--- config.mk ---
export PLATFORM = sky130hd
export DESIGN_NAME = hb_deadtime_pwm
export DESIGN_NICKNAME = d
export VERILOG_FILES = /design/src/rtl/hbdt_pkg.sv /design/src/rtl/hbdt_tick_div.sv /design/src/rtl/hbdt_regs.sv /design/src/rtl/hbdt_arm_gate.sv /design/src/rtl/hbdt_edge_delay.sv /design/src/rtl/hb_deadtime_pwm.sv
export SDC_FILE = /design/constraint.sdc
export NUM_CORES = 1
export LEC_CHECK = 0
export BUFFER_PORTS_ARGS = -buffer_cell sky130_fd_sc_hd__buf_2
export CORE_MARGIN = 2
export CORE_UTILIZATION = 51
export CTS_BUF_LIST = sky130_fd_sc_hd__clkbuf_16
export DETAILED_ROUTE_END_ITERATION = 10
export PLACE_DENSITY = 0.86
export RECOVER_POWER = 25
export SYNTH_ARGS = -nofsm -noshare
export SYNTH_HDL_FRONTEND = slang
export SYNTH_SLANG_ARGS = --single-unit
--- constraint.sdc ---
create_clock -name clk -period 1.8 [get_ports clk]
set_clock_uncertainty 0.15 [all_clocks]
set_input_delay 0.36 -clock clk [delete_from_list [all_inputs] [get_ports clk]]
set_output_delay 0.36 -clock clk [all_outputs]
set_load 0.01 [all_outputs]
--- src/rtl/hbdt_pkg.sv ---
package hbdt_pkg;

    localparam int HBDT_DT_W_DEF = 8;
    localparam int HBDT_DIV_DEF  = 4;
    localparam int HBDT_NCH      = 2;

    typedef enum logic [1:0] {
        CH_IDLE = 2'd0,
        CH_WAIT = 2'd1,
        CH_ON   = 2'd2
    } ch_state_e;

    typedef struct packed {
        logic b_low;
        logic a_low;
    } pol_t;

    function automatic logic drive_level(input logic active, input logic act_low);
        return active ^ act_low;
    endfunction

endpackage

--- src/rtl/hbdt_tick_div.sv ---
module hbdt_tick_div #(
    parameter int DIV = hbdt_pkg::HBDT_DIV_DEF
) (
    input  logic clk,
    input  logic rst,
    output logic tick
);
    localparam int CW = (DIV > 2) ? $clog2(DIV) : 1;
    localparam logic [CW-1:0] LAST = CW'(DIV - 1);

    logic [CW-1:0] cnt;

    always_ff @(posedge clk) begin
        if (rst) begin
            cnt <= '0;
        end else if (cnt == LAST) begin
            cnt <= '0;
        end else begin
            cnt <= cnt + 1'b1;
        end
    end

    assign tick = (cnt == LAST);
endmodule

--- src/rtl/hbdt_regs.sv ---
module hbdt_regs #(
    parameter int DT_W = hbdt_pkg::HBDT_DT_W_DEF
) (
    input  logic            clk,
    input  logic            rst,
    input  logic            run_en,
    input  logic            dt_we,
    input  logic [DT_W-1:0] dt_wdata,
    input  logic            pol_we,
    input  logic [1:0]      pol_wdata,
    output logic [DT_W-1:0] dt_q,
    output hbdt_pkg::pol_t  pol_q
);
    always_ff @(posedge clk) begin
        if (rst) begin
            dt_q <= '0;
        end else if (dt_we) begin
            dt_q <= dt_wdata;
        end
    end

    // polarity is frozen while the outputs run
    always_ff @(posedge clk) begin
        if (rst) begin
            pol_q <= '0;
        end else if (pol_we && !run_en) begin
            pol_q <= hbdt_pkg::pol_t'(pol_wdata);
        end
    end
endmodule

--- src/rtl/hbdt_arm_gate.sv ---
module hbdt_arm_gate (
    input  logic clk,
    input  logic rst,
    input  logic run_en,
    input  logic period_end,
    output logic live
);
    logic pe_q;
    logic armed;

    always_ff @(posedge clk) begin
        if (rst) begin
            pe_q <= 1'b0;
        end else begin
            pe_q <= period_end;
        end
    end

    always_ff @(posedge clk) begin
        if (rst || !run_en) begin
            armed <= 1'b0;
        end else if (period_end && !pe_q) begin
            armed <= 1'b1;
        end
    end

    assign live = armed && run_en;
endmodule

--- src/rtl/hbdt_edge_delay.sv ---
module hbdt_edge_delay #(
    parameter int DT_W = hbdt_pkg::HBDT_DT_W_DEF
) (
    input  logic            clk,
    input  logic            rst,
    input  logic            tick,
    input  logic            demand,
    input  logic [DT_W-1:0] dt_val,
    output logic            active
);
    import hbdt_pkg::*;

    ch_state_e       state;
    logic [DT_W-1:0] remain;
    logic            dt_zero;

    assign dt_zero = (dt_val == '0);

    always_ff @(posedge clk) begin
        if (rst) begin
            state  <= CH_IDLE;
            remain <= '0;
        end else if (!demand) begin
            state  <= CH_IDLE;
            remain <= '0;
        end else begin
            unique case (state)
                CH_IDLE: begin
                    if (dt_zero) begin
                        state <= CH_ON;
                    end else begin
                        state  <= CH_WAIT;
                        remain <= dt_val;
                    end
                end
                CH_WAIT: begin
                    if (tick) begin
                        if (remain == DT_W'(1)) begin
                            state <= CH_ON;
                        end
                        remain <= remain - 1'b1;
                    end
                end
                CH_ON: begin
                    state <= CH_ON;
                end
                default: begin
                    state <= CH_IDLE;
                end
            endcase
        end
    end

    // turn-off is combinational; turn-on with zero delay also
    assign active = demand && ((state == CH_ON) || ((state == CH_IDLE) && dt_zero));
endmodule

--- src/rtl/hb_deadtime_pwm.sv ---
module hb_deadtime_pwm #(
    parameter int DT_W     = hbdt_pkg::HBDT_DT_W_DEF,
    parameter int TICK_DIV = hbdt_pkg::HBDT_DIV_DEF
) (
    input  logic            clk,
    input  logic            rst,
    input  logic            run_en,
    input  logic            pwm_in,
    input  logic            period_end,
    input  logic            dt_we,
    input  logic [DT_W-1:0] dt_wdata,
    input  logic            pol_we,
    input  logic [1:0]      pol_wdata,
    output logic [DT_W-1:0] dt_rdata,
    output logic [1:0]      pol_rdata,
    output logic            icyc_tick,
    output logic            gate_a,
    output logic            gate_b
);
    import hbdt_pkg::*;

    localparam int NCH = HBDT_NCH;

    logic            tick;
    logic            live;
    logic [DT_W-1:0] dt_q;
    pol_t            pol_q;
    logic [NCH-1:0]  demand;
    logic [NCH-1:0]  act;

    hbdt_tick_div #(.DIV(TICK_DIV)) u_div (
        .clk  (clk),
        .rst  (rst),
        .tick (tick)
    );

    hbdt_regs #(.DT_W(DT_W)) u_regs (
        .clk       (clk),
        .rst       (rst),
        .run_en    (run_en),
        .dt_we     (dt_we),
        .dt_wdata  (dt_wdata),
        .pol_we    (pol_we),
        .pol_wdata (pol_wdata),
        .dt_q      (dt_q),
        .pol_q     (pol_q)
    );

    hbdt_arm_gate u_arm (
        .clk        (clk),
        .rst        (rst),
        .run_en     (run_en),
        .period_end (period_end),
        .live       (live)
    );

    assign demand[0] = live && pwm_in;
    assign demand[1] = live && !pwm_in;

    generate
        for (genvar c = 0; c < NCH; c++) begin : g_ch
            hbdt_edge_delay #(.DT_W(DT_W)) u_dly (
                .clk    (clk),
                .rst    (rst),
                .tick   (tick),
                .demand (demand[c]),
                .dt_val (dt_q),
                .active (act[c])
            );
        end
    endgenerate

    assign icyc_tick = tick;
    assign dt_rdata  = dt_q;
    assign pol_rdata = pol_q;
    assign gate_a    = drive_level(act[0], pol_q.a_low);
    assign gate_b    = drive_level(act[1], pol_q.b_low);
endmodule

==> metrics <==
core footprint ~3700 sq um; CTS sink cnt 34; pre-CTS setup slack -0.0856 ns; Post-route DRC 0; leakage power 1.25 nW; vias 2,093; area of the multi-input gates about 1400 sq um; CP Max Fanout 3; syn nets 261; area leader, netlist dfxtp_1; status finished with violations; Antenna Cells 0; hpwl dp between 3000 and 4000 microns; die area ~4400 sq um; synthesis-to-finish area growth 43.0%; Worst-Skew Late Latency 0.28 ns; synthesized flop and latch total 34; drt total wl between 5000 and 6000 microns; # setup viols final 3; Post-Syn Area per Cell 8.54 sq um; layout cells sized above 1 0.403; post-route insts no fill 348; worst path setup slack after routing -0.388 ns; peak supply drop 574 uV; fillcell total about 260; CP top delay family simple AND/OR/NAND/NOR gates; Max Fclk 0.457 GHz; gr ovfl total 0; most frequent cells in the layout buf_4 (38), buf_2 (28), dfxtp_1 (25); pin count of the biggest net entering global routing 16; post-synth top area share 0.345; Yosys cell types 42; crit path capture type output pin; failing checks setup timing; CP Launch Type flop; Rows 22; vias in the first global route 1,950; CTS tree built; Yosys warnings 0; RSZ-0062 raised after global routing yes; Worst Path Class, Setup flop to output pin; global-route usage over all layers 0.255; Worst-Margin Slew 0.461 ns; global-route wire length before repair 8560 microns; TritonRoute pass-1 iters 5; Die Width between 60 and 70 microns; die height 66.2 microns; H-tree depth 2; Mapped Cells 231; crit path DAT 1.68 ns; Bufs and invs on worst path 1; Period Utilization, post-route 1.22; worst-path cell chain nor4_4, and3_4, o2111ai_4, xnor2_2, buf_2; relative slew slack 0.693; deepest clock path buffer count 2; Crit path largest cell delay 0.35 ns; Synth area leaders dfxtp_1 (35%), ha_1 (8.2%), mux2i_1 (6.1%); WP data required 1.29 ns; minimum clock period 2.19 ns; post-route antenna net violation count 0; fin nets around 330; FF/Latch Area 692 sq um; routed len/inst 16.8 microns; IO Port Bufs 29; root buffer cell clkbuf_16; CP max stage cell nor4_4; MaxCap Viol Count 0; total CTS buffers 5; initial drt markers 241; worst hold path type input pin to flop; initial antenna violation count 0; number of synthesized flops with an enable pin 0; Seq/Total Area, Yosys 0.345; Fin. Hold Viols 0; I/O pins 30; CTS Hold Bufs 0; commonest non-fill, non-tap cell in the layout buf_4; Synth Flop Type dfxtp_1; clock slew at reported path FFs around 0.050 ns; dpl cells 331; count of final max-slew check failures 0; asr flop ratio synth 0; Mapped Area 1970 sq um; PD cells 688 nW/um^2; Routability Congestion around 0.87; Initial Util 0.535; Vias/cell ~6
worst min-delay path, stage by stage:
cell     delay (ns)
buf_2          0.07
mux2i_1        0.05
nor2_1         0.08
worst paths after layout:
path / start / to / slack [ns] / cells after the start
setup / recovery: u_regs.dt_q[5] / gate_a / -0.39 / 5
hold / removal: pol_wdata[1] / u_regs.pol_q[1] / 0.17 / 3
setup reg to reg: g_ch[0].u_dly.remain[5] / g_ch[0].u_dly.state[0] / -0.01 / 4
hold reg to reg: u_div.cnt[0] / u_div.cnt[0] / 0.29 / 1
sequential cells by signal, summed over array words and instances (netlist names):
register           cells
u_arm.pe_q             1
g_ch.u_dly.state       4
u_arm.armed            1
u_regs.pol_q           2
u_div.cnt              2
g_ch.u_dly.remain     16
u_regs.dt_q            8
power breakdown:
group,internal [mW],switching [mW]
registers,0.777,0.0190
clock network,0.499,0.302
logic,0.165,0.176
kinds of logic after synthesis:
kind of cell	after synthesis	share of synthesized area
xor gates and xnor gates	2	0.00888
adders and majority gates	13	0.0825
and+or+nand+nor	83	0.227
buffers and inverters	27	0.0520
muxes	12	0.0609
AOI/OAI and AO/OA	60	0.224
DFF	34	0.345
cell usage after synthesis, types with 3 or more instances:
library cell  count
dfxtp_1          34
nand2_1          21
nor2_1           18
clkbuf_1         13
ha_1             13
inv_1            13
mux2i_1          12
o21ai_0          11
a21oi_1           9
o31ai_1           8
nor2b_1           6
nand3_1           5
a32o_1            4
nand2b_1          4
nor3_1            4
o2111ai_1         4
or3_1             4
a21o_1            3
a31oi_1           3
nand3b_1          3
nand4b_1          3
nor3b_1           3
nor4_1            3
o211ai_1          3
or4_1             3
area by class of cell:
class / count / area share
Clock buffer: 5 / 0.0444
Clock inverter: 3 / 0.00444
Inverter: 13 / 0.0173
Multi-Input combinational cell: 170 / 0.482
Sequential cell: 34 / 0.245
Tap cell: 48 / 0.0213
Timing Repair Buffer: 75 / 0.185
what timing repair did:
item | in CTS | in global routing
buffers inserted | 3 | 6
endpoints found under the setup margin | 8 | 19
cloned | 0 | 1
pin swaps | 8 | 19
gates resized for setup | 7 | 41
per-stage QoR:
stage	cell area [sq um]	util	setup TNS (ns)	total power [mW]	hold slack (ns)
after floorplan	2010	-	-0.115	0.968	0.258
after global placement	2450	0.664	-0.0803	1.07	0.264
after detailed placement	2450	0.664	-0.286	1.09	0.283
after CTS	2630	0.712	-0.624	1.89	0.170
after global routing	2820	0.764	-1.01	2.00	0.189
final	2820	0.764	-0.670	1.94	0.173
layer usage:
metal | share of wire | wire length (microns) | GRT usage
met5 | 0 | 0 | 0
met1 | 0.41 | 2420 | 0.323
met2 | 0.49 | 2890 | 0.430
met4 | 0.032 | 187 | 0.0842
met3 | 0.060 | 348 | 0.0528
(Power assumes the default switching activity.)
